`src/rtl/uart_rx_irq_ctrl.sv`:
```
module uart_rx_irq_ctrl #(
  parameter int LVL_W  = 5,
  parameter int TRIG_A = 1,
  parameter int TRIG_B = 4,
  parameter int TRIG_C = 8,
  parameter int TRIG_D = 14
) (
  input  logic             clk,
  input  logic             rst_n,
  input  logic             tx_en,
  input  logic             rx_en,
  input  logic             rx_ready_ie,
  input  logic [1:0]       rx_trig_sel,
  input  logic             rts_chg_ie,
  input  logic             rxd,
  input  logic             rts_pin,
  input  logic [LVL_W-1:0] rx_level,
  input  logic             tx_wr_req,
  input  logic             rts_chg_clr,
  output logic             tx_push,
  output logic             tx_wr_err,
  output logic             rx_armed,
  output logic             rx_irq,
  output logic             rts_level,
  output logic             rts_irq
);

  typedef enum logic [1:0] {S_OFF, S_WHIGH, S_WFALL, S_ARMED} arm_t;

  arm_t             st_q, st_d;
  logic [1:0]       rxd_sync, rts_sync;
  logic             rts_d, rts_edge, err_q, flag_q;
  logic [LVL_W-1:0] lvl_q, trig;
  logic             rxd_s;

  assign rxd_s     = rxd_sync[1];
  assign rts_level = rts_sync[1];
  assign rts_edge  = rts_level ^ rts_d;

  // transmit write gating
  assign tx_push   = tx_wr_req & tx_en;
  assign tx_wr_err = err_q;

  always_ff @(posedge clk or negedge rst_n)
    if (!rst_n) err_q <= 1'b0;
    else        err_q <= tx_wr_req & ~tx_en;

  // receive trigger compare
  always_comb
    case (rx_trig_sel)
      2'd0:    trig = LVL_W'(TRIG_A);
      2'd1:    trig = LVL_W'(TRIG_B);
      2'd2:    trig = LVL_W'(TRIG_C);
      default: trig = LVL_W'(TRIG_D);
    endcase

  always_ff @(posedge clk or negedge rst_n)
    if (!rst_n) lvl_q <= '0;
    else        lvl_q <= rx_level;

  assign rx_irq = rx_ready_ie & (lvl_q >= trig);

  // receiver arming
  always_ff @(posedge clk or negedge rst_n)
    if (!rst_n) rxd_sync <= 2'b11;
    else        rxd_sync <= {rxd_sync[0], rxd};

  always_comb begin
    st_d = st_q;
    if (!rx_en) st_d = S_OFF;
    else
      case (st_q)
        S_OFF:   st_d = S_WHIGH;
        S_WHIGH: if (rxd_s)  st_d = S_WFALL;
        S_WFALL: if (!rxd_s) st_d = S_ARMED;
        default: st_d = S_ARMED;
      endcase
  end

  always_ff @(posedge clk or negedge rst_n)
    if (!rst_n) st_q <= S_OFF;
    else        st_q <= st_d;

  assign rx_armed = (st_q == S_ARMED);

  // RTS change detection
  always_ff @(posedge clk or negedge rst_n)
    if (!rst_n) begin
      rts_sync <= 2'b00;
      rts_d    <= 1'b0;
      flag_q   <= 1'b0;
    end else begin
      rts_sync <= {rts_sync[0], rts_pin};
      rts_d    <= rts_level;
      if (rts_edge && rts_chg_ie) flag_q <= 1'b1;
      else if (rts_chg_clr)       flag_q <= 1'b0;
    end

  assign rts_irq = flag_q;

  assert_err_cause_R3: assert property (@(posedge clk) disable iff (!rst_n)
    tx_wr_err |-> $past(tx_wr_req && !tx_en));
  assert_irq_masked_R5: assert property (@(posedge clk) disable iff (!rst_n)
    rx_irq |-> rx_ready_ie && ($past(rx_level) != '0));
  assert_arm_after_fall_R8: assert property (@(posedge clk) disable iff (!rst_n)
    $rose(rx_armed) |-> $past(st_q == S_WFALL) && !$past(rxd_s));
  assert_disarm_R9: assert property (@(posedge clk) disable iff (!rst_n)
    !rx_en |=> !rx_armed);
  assert_flag_needs_ie_R11: assert property (@(posedge clk) disable iff (!rst_n)
    $rose(rts_irq) |-> $past(rts_chg_ie));
  assert_clear_R13: assert property (@(posedge clk) disable iff (!rst_n)
    (rts_chg_clr && !rts_edge) |=> !rts_irq);

endmodule

```
`config.mk`:
```
export PLATFORM = sky130hd
export DESIGN_NAME = uart_rx_irq_ctrl
export DESIGN_NICKNAME = d
export VERILOG_FILES = /design/src/rtl/uart_rx_irq_ctrl.sv
export SDC_FILE = /design/constraint.sdc
export NUM_CORES = 1
export LEC_CHECK = 0
export CAP_MARGIN = 5
export CORE_AREA = 2 2 39 41
export CTS_CLUSTER_DIAMETER = 80
export DETAILED_ROUTE_END_ITERATION = 7
export DIE_AREA = 0 0 41 43
export PLACE_DENSITY_LB_ADDON = 0.08
export SLEW_MARGIN = 30
export SYNTH_ARGS = -nofsm -noshare
export SYNTH_HDL_FRONTEND = slang
export SYNTH_SLANG_ARGS = --single-unit
```
`constraint.sdc`:
```
create_clock -name clk -period 3.5 [get_ports clk]
set_input_delay 0.7 -clock clk [delete_from_list [all_inputs] [get_ports clk]]
set_output_delay 0.7 -clock clk [all_outputs]
set_load 0.05 [all_outputs]
```
---- After elaboration in Yosys (flattened, before gate mapping) ----
Index checks and enable logic that the tools add are counted.
word-level totals
  output and inout bits ................... 6
  register bits ........................... 14
  input port bits ......................... 17
  logic and storage cells ................. 32
operators by class
  reduce and logical (&&, ||, !) cells .... 5
  equality and inequality tests ........... 7
  order comparisons ....................... 1
  bitwise operators ....................... 5
  multiplexer cells ....................... 7
operators by type and width
  cell                  count
  $pmux W4 S3           1
  $eq A2 B2 Y1 const B  3
  $mux W2               3
  $ne A3 B3 Y1 const B  2
  $pmux W2 S3           1
  $ge A5 B5 Y1          1
  $eq A2 B1 Y1 const B  2
  $logic_not A2 Y1      2
  $and A1 B1 Y1         3
  $mux W1               2
  $reduce_and A2 Y1     1
  $reduce_bool A2 Y1    1
  $logic_and A1 B1 Y1   1
  $not A1 Y1            1
  $xor A1 B1 Y1         1

---- Logic depth before layout (Yosys ltp) ----
Gate-level depths: netlist of run 1.
  depth in word-level cells ............... 4
  gate-level depth with buffers ........... 5
  mapped depth without buffers ............ 5

---- Worst setup path after synthesis of run 1 ----
Ideal clock, no wire load.
  path kind ............................... input port to output port
  start ................................... input rx_trig_sel[0]
  end ..................................... output rx_irq
  stages .................................. 5
  buffers on the path ..................... 0
  path slack .............................. 1129 ps
  required time ........................... 2800 ps
  arrival ................................. 1671 ps
  cell sequence ........................... inv_1 > ha_1 > nand3_1 > o22ai_1 > o31a_1
on the way
  cells in the longest elaborated chain, start to end .. 4
  elaborated cells between the ends (all ways) .. 6
  those cells by class .................... order compare (1); eq/ne (2); mux (1); bitwise (1); reduce/logical (1)
ends and longest elaborated chain
  item                                        line  RTL
  start: declaration                          13    input logic [1:0] rx_trig_sel,
  $eq A2 B2 Y1, or another cell as far along  50    case (rx_trig_sel)
  $pmux W4 S3 (*)                             50
  $ge A5 B5 Y1 (*)                            61    assign rx_irq = rx_ready_ie & (lvl_q >= trig);
  $and A1 B1 Y1 (*)                           61
  end: declaration                            23    output logic rx_irq,
Every way passes the cells marked *; elsewhere a longest branch is shown, timed or not.

---- Worst setup path in the final report of run 1 ----
Ends and elaborated chain as after synthesis.

==> results of run 1 <==
-- power groups by stage --
stage          combinational, mW  clock (mW)  sequential [mW]
4_1_cts                   0.0659       0.117            0.177
3_3_place_gp              0.0648           0            0.180
5_1_grt                   0.0709       0.125            0.178
6_report                  0.0648       0.112            0.177
2_1_floorplan             0.0229           0            0.189
3_5_place_dp              0.0655           0            0.180
-- area by class of cell --
type                       count  area (um^2)
inverter                       5         18.8
sequential                    14          353
multi-input combinational     21          156
tap                           16         20.0
fill                         128          582
timing repair buffer          22          218
clock buffer                   4         36.3
-- synthesized netlist by cell type (2+ instances only) --
library cell and instances:
dfstp_2 2, dfrtp_1 12, nor2b_1 3, ha_1 4
nand2_1 2, and2_1 2, inv_1 5, xor2_1 2
-- metrics by stage --
stage | hold WS [ns] | area [um^2]
final | 0.347 | 802
after global routing | 0.368 | 802
after CTS | 0.350 | 802
after detailed placement | 0.344 | 766
after global placement | 0.334 | 766
after floorplan | 0.331 | 528
-- state kept, by name, indices dropped and copies added, names as in the netlist --
name and cells:
st_q 2, lvl_q 5, rts_irq 1, rts_sync 2
tx_wr_err 1, rxd_sync 2, rts_d 1
-- cells by family (layout without fill, tap and decap cells) --
family,count (synthesis),after routing,synth area share (%)
fa+ha+maj,4,4,9.48
simple gates,9,9,9.00
flops,14,14,66.8
compound gates,6,6,7.82
xor+xnor,2,2,3.32
buf+inv,5,31,3.55
-- worst paths after layout --
check	start	to	slack, ns	cells after the start
worst max-delay path	rx_trig_sel[0]	rx_irq	0.61	7
worst min-delay path	rts_sync[0]$_DFF_PN0_	rts_sync[1]$_DFF_PN0_	0.35	0
worst max register to register	st_q[0]$_DFFE_PN0P_	st_q[0]$_DFFE_PN0P_	2.68	2
worst min register to register	rts_sync[0]$_DFF_PN0_	rts_sync[1]$_DFF_PN0_	0.35	0
max in group asynchronous	rst_n	lvl_q[4]$_DFF_PN0_	2.31	1
min in group asynchronous	rst_n	rts_sync[1]$_DFF_PN0_	0.80	1
-- per-layer routing --
layer | up-vias | wire (um)
met5 | - | 0
met4 | 0 | 0
met3 | 0 | 45
met2 | 12 | 456
met1 | 163 | 360
li1 | 180 | -
==> metrics.md, run 1 <==
| Metric | Value |
|---|---|
| Outcome | `finished clean` |
| Synth Flop Type | `dfrtp_1` |
| WL/cell | `10.5 um` |
| Final setup violation count | `0` |
| Met1 usage | `16.5%` |
| Initial DRT Pass Iterations | `1` |
| Worst EP required | `2.80 ns` |
| Routability cong. | `0.621` |
| Share of cells above drive strength 1 | `12.1%` |
| Clock tree from TritonCTS | `built` |
| Sequential-to-total area share from yosys stat | `66.8%` |
| Largest net degree at the start of global routing | `15` |
| DP Cell Count | `78` |
| Max clock buf depth | `2` |
| H-tree depth | `1` |
| Clk pwr share | `31.7%` |
| Met2 Use GR | `17.8%` |
| Slew @ Worst Pin | `0.598 ns` |
| Internal | `0.267 mW` |
| Setup_tns | `0 ns` |
| Max frequency | `0.345 GHz` |
| Via count | `355` |
| DRC | `0` |
| Cell Chain, Critical Path | `clkdlybuf4s50_1 -> inv_1 -> ha_1 -> a21oi_2 -> o22ai_1 -> o31a_1 -> buf_4` |
| Clk pin slew, worst setup/hold paths | `0.08 ns` |
| Initial antenna violation count | `0` |
| Worst Slack Setup Final | `0.605 ns` |
| Final non-filler cell total | `82` |
| Routed WL | `861 um` |
| PostCTS Resize Cnt | `0` |
| Final #Nets | `88` |
| Post-Syn Area | `528 um^2` |
| Critical path startpoint category | `primary input` |
| Leading area contributor after synthesis | `dfrtp_1` |
| CTS buffer count | `3` |
| Sw Ratio | `24.3%` |
| Psw | `0.0860 mW` |
| Antenna Violating Nets Remaining | `0` |
| Syn Nets | `61` |
| Diodes inserted | `0` |
| I/O Buffers | `22` |
| Total power draw | `0.353 mW` |
| CP max stage delay | `0.51 ns` |
| Hold buffers post-CTS | `0` |
| Grt ovf | `0` |
| GR met3 Demand/Resource | `3.14%` |
| Synthesized instance count | `40` |
| Most common cell after layout, fill and taps aside | `clkdlybuf4s50_1` |
| Chip width | `41 um` |
| Mean Syn Cell Area | `13.2 um^2` |
| Max cap viols | `0` |
| Bufs and invs on worst path | `3` |
| Gr usage total | `12.6%` |
| Gate power share | `18.3%` |
| Seq pwr share | `50.0%` |
| Vias per cell | `4.33` |
| HPWL Detailed | `700 um` |
| Setup bufs post-CTS | `0` |
| Setup crit end kind | `output pin` |
| Yosys reg bits | `14` |
| Worst Path Arrival | `2.19 ns` |
| DRT iter0 DRCs | `0` |
| Crit path max-delay cell type | `clkdlybuf4s50_1` |
| Setup WS pre-CTS | `0.595 ns` |
| Final Core Density | `58.0%` |
| Clock Sinks | `14` |
| Worst VDD drop | `0.000246 V` |
| Skew-Pair Late Insertion Delay | `0.27 ns` |
| Max_slew headroom | `60.0%` |
| EDFF count, synth | `0` |
| Vias in the first global route | `328` |
| First-pass GRT wire length | `1410 um` |
| Fin crit period | `2.89 ns` |
| Cell Pwr Density | `441 nW/um^2` |
| CTS Root Cell | `clkbuf_4` |
| Ys Warns | `0` |
| Max Slew Vio Count | `0` |
| CP max FO | `3` |
| Ratio of final minimum period to clock period | `82.7%` |
| Pleak | `0.369 nW` |
| Chip height | `43 um` |
| Rows | `14` |
| Fin Clk Skew | `0.00788 ns` |
| RSZ-0062 raised after global routing | `no` |
| Core area | `1380 um^2` |
| Distinct cells, synth | `16` |
| Most used routing layer | `met2` |
| Most frequent cells in the layout | `21 x clkdlybuf4s50_1, 12 x dfrtp_1, 5 x inv_1` |
| Hold Path Class | `flop to flop` |
| Layout Area Growth over Synthesis | `51.9%` |
| Worst path top cell family by delay | `buffers and inverters` |
| Post-synth ARST share | `100%` |
| Total die area | `1760 um^2` |
| Critical path class | `primary input to output pin` |
| Share of the synthesized area in the top cell type | `56.9%` |
| IO Pins | `23` |
| Final hold vios | `0` |
| Initial Util | `38.2%` |
| Synth area leaders | `dfrtp_1 57%, dfstp_2 10%, ha_1 9.5%` |
Note: power is estimated with default switching activity, not from simulation.
==> run 2: changes to the inputs <==
--- a/config.mk
+++ b/config.mk
@@ -6,10 +6,10 @@
 export NUM_CORES = 1
 export LEC_CHECK = 0
 export CAP_MARGIN = 5
-export CORE_AREA = 2 2 39 41
+export CORE_ASPECT_RATIO = 0.9
+export CORE_UTILIZATION = 35
 export CTS_CLUSTER_DIAMETER = 80
 export DETAILED_ROUTE_END_ITERATION = 7
-export DIE_AREA = 0 0 41 43
 export PLACE_DENSITY_LB_ADDON = 0.08
 export SLEW_MARGIN = 30
 export SYNTH_ARGS = -nofsm -noshare
==> constraint.sdc (replaced) <==
create_clock -name clk -period 2.55 [get_ports clk]
set_input_delay 0.51 -clock clk [delete_from_list [all_inputs] [get_ports clk]]
set_output_delay 0.51 -clock clk [all_outputs]
set_load 0.05 [all_outputs]
==> run 2 against run 1 <==
  * Total power up 39%
  * Register-to-register slack lost 0.94 ns
  * Worst hold slack better by 0.013 ns
  * Non-clock buffer count unchanged
  * Design area grew 1.6%
  * Global-route usage grew 1.1 points
  * Critical path type unchanged
==> metrics.md, run 2 (same netlist as run 1, synthesis figures left out) <==
| Metric | Value |
|---|---|
| Worst Hold Depth | `0 (unchanged)` |
| Hold Path Class | `flop to flop` |
| CP max FO | `3 (unchanged)` |
| Vias in the first global route | `371 (+13%)` |
| Total power draw | `0.490 mW (+39%)` |
| Outcome | `finished clean` |
| Fin Clk Skew | `0.00316 ns (-0.00472 ns)` |
| Biggest register | `lvl_q` |
| Cell Chain, Critical Path | `dlymetal6s2s_1 -> nor2_1 -> ha_1 -> nor2b_1 -> o22ai_1 -> o31a_1 -> buf_12` |
| Chip height | `38.8 um (-9.7%)` |
| CTS buffer count | `3 (unchanged)` |
| Crit path max-delay cell type | `o31a_1` |
| Share of cells above drive strength 1 | `13.6% (+1.5 points)` |
| Pleak | `0.392 nW (+6.5%)` |
| Diodes inserted | `0 (unchanged)` |
| Max Slew Vio Count | `0 (unchanged)` |
| Max frequency | `0.461 GHz` |
| Cell Pwr Density | `602 nW/um^2 (+36%)` |
| Largest net degree at the start of global routing | `15 (unchanged)` |
| Routability cong. | `0.632 (+1.6%)` |
| Filler cell count | `118 (-7.8%)` |
| HPWL Detailed | `682 um (-2.6%)` |
| WL/cell | `10.6 um (+1.1%)` |
| I/O Buffers | `22 (unchanged)` |
| Core area | `1320 um^2 (-4.5%)` |
| Setup bufs post-CTS | `0 (unchanged)` |
| Gr usage total | `13.7% (+1.1 points)` |
| Clock Sinks | `14 (unchanged)` |
| Clk pin slew, worst setup/hold paths | `0.08 ns (about the same)` |
| RSZ-0062 raised after global routing | `no` |
| Grt ovf | `0 (unchanged)` |
| CP max stage delay | `0.27 ns (-0.24 ns)` |
| Initial Util | `40.0% (+1.8 points)` |
| Vias per cell | `4.63 (+6.8%)` |
| IO Pins | `23 (unchanged)` |
| Setup crit end kind | `output pin` |
| Worst VDD drop | `0.000393 V (+60%)` |
| Worst EP required | `2.04 ns (-0.76 ns)` |
| Max_slew headroom | `61.4% (+1.4 points)` |
| Skew-Pair Late Insertion Delay | `0.27 ns (about the same)` |
| Final hold vios | `0 (unchanged)` |
| First-pass GRT wire length | `1550 um (+10%)` |
| Max clock buf depth | `2 (unchanged)` |
| Chip width | `42.9 um (+4.7%)` |
| Initial DRT Pass Iterations | `4 (+3)` |
| Critical path startpoint category | `primary input` |
| Slew @ Worst Pin | `0.577 ns (-0.0209 ns)` |
| Total die area | `1670 um^2 (-5.4%)` |
| DRT iter0 DRCs | `3 (+3)` |
| Fin crit period | `2.17 ns` |
| Layout Area Growth over Synthesis | `54.3%` |
| Critical path class | `primary input to output pin` |
| Worst Path Arrival | `1.66 ns (-0.53 ns)` |
| Max reg flops | `5 (unchanged)` |
| Most common cell after layout, fill and taps aside | `clkdlybuf4s50_1` |
| R2R depth | `2 (unchanged)` |
| Rows | `12 (-2)` |
| Initial antenna violation count | `0 (unchanged)` |
| Hold WS | `0.360 ns (+0.0127 ns)` |
| H-tree depth | `1 (unchanged)` |
| Final #Nets | `88 (unchanged)` |
| CTS Root Cell | `clkbuf_4` |
| Max cap viols | `0 (unchanged)` |
| Clock tree from TritonCTS | `built` |
| Most frequent cells in the layout | `18 x clkdlybuf4s50_1, 12 x dfrtp_1, 5 x inv_1` |
| Via count | `370 (+4.2%)` |
| DRC | `0 (unchanged)` |
| Setup_tns | `0 ns (unchanged)` |
| Ratio of final minimum period to clock period | `85.1%` |
| Final setup violation count | `0 (unchanged)` |
| Antenna Violating Nets Remaining | `0 (unchanged)` |
| Routed WL | `849 um (-1.4%)` |
-- run 2: cell types whose count changed in the layout (fill, tap and decap cells not counted) --
cell / before / now
dlymetal6s2s_1: 0 / 2
clkdlybuf4s50_1: 21 / 18
buf_12: 0 / 1
-- run 2: cell type report --
class | instances | area [um^2] | share of cell area [%]
Multi-Input combinational cell | 21 | 156 | 19.2
Sequential cell | 14 | 353 | 43.3
Timing Repair Buffer | 22 | 233 | 28.6
Inverter | 5 | 18.8 | 2.30
Clock buffer | 4 | 36.3 | 4.45
Tap cell | 14 | 17.5 | 2.15
-- run 2: stage by stage --
stage	instance area [um^2]	std cells	setup WS [ns]	utilization [%]
floorplan	528	40	0.559	-
global placement	773	76	0.0587	58.5
detailed placement	773	76	0.0421	58.5
CTS	810	80	0.0392	61.3
global route	815	80	0.275	61.6
finish	815	80	0.379	61.6
-- run 2: power breakdown --
| group | switching (mW) | internal (mW) | total, mW |
|---|---|---|---|
| Sequential | 0.00658 | 0.236 | 0.243 |
| Combinational | 0.0452 | 0.0467 | 0.0918 |
| Clock | 0.0684 | 0.0868 | 0.155 |
-- run 2: path summary, 6_finish.rpt --
| path | from | endpoint | slack (ns) |
|---|---|---|---|
| worst max-delay path | rx_trig_sel[0] | rx_irq | 0.38 |
| worst min-delay path | rxd_sync[0]$_DFF_PN1_ | rxd_sync[1]$_DFF_PN1_ | 0.36 |
| worst max register to register | st_q[0]$_DFFE_PN0P_ | st_q[0]$_DFFE_PN0P_ | 1.74 |
| worst min register to register | rxd_sync[0]$_DFF_PN1_ | rxd_sync[1]$_DFF_PN1_ | 0.36 |
| max in group asynchronous | rst_n | st_q[0]$_DFFE_PN0P_ | 1.58 |
| min in group asynchronous | rst_n | rts_sync[0]$_DFF_PN0_ | 0.60 |
-- run 2: per-layer routing --
metal | track usage [%] | vias up | wire length [um]
li1 | - | 181 | -
met1 | 15.1 | 173 | 379
met2 | 22.7 | 16 | 385
met3 | 8.88 | 0 | 84
met4 | 2.27 | 0 | 0
met5 | 0 | - | 0
-- run 2: what timing repair did --
item                       CTS  global route
gates resized for setup      0             2
hold buffers                 0             0
setup endpoints to repair    0             1
-- run 2: critical path, delay by kind of cell --
family	cells	cell delay, ns
simple gates	2	0.25
buf+inv	2	0.31
compound gates	2	0.36
fa+ha+maj	1	0.24
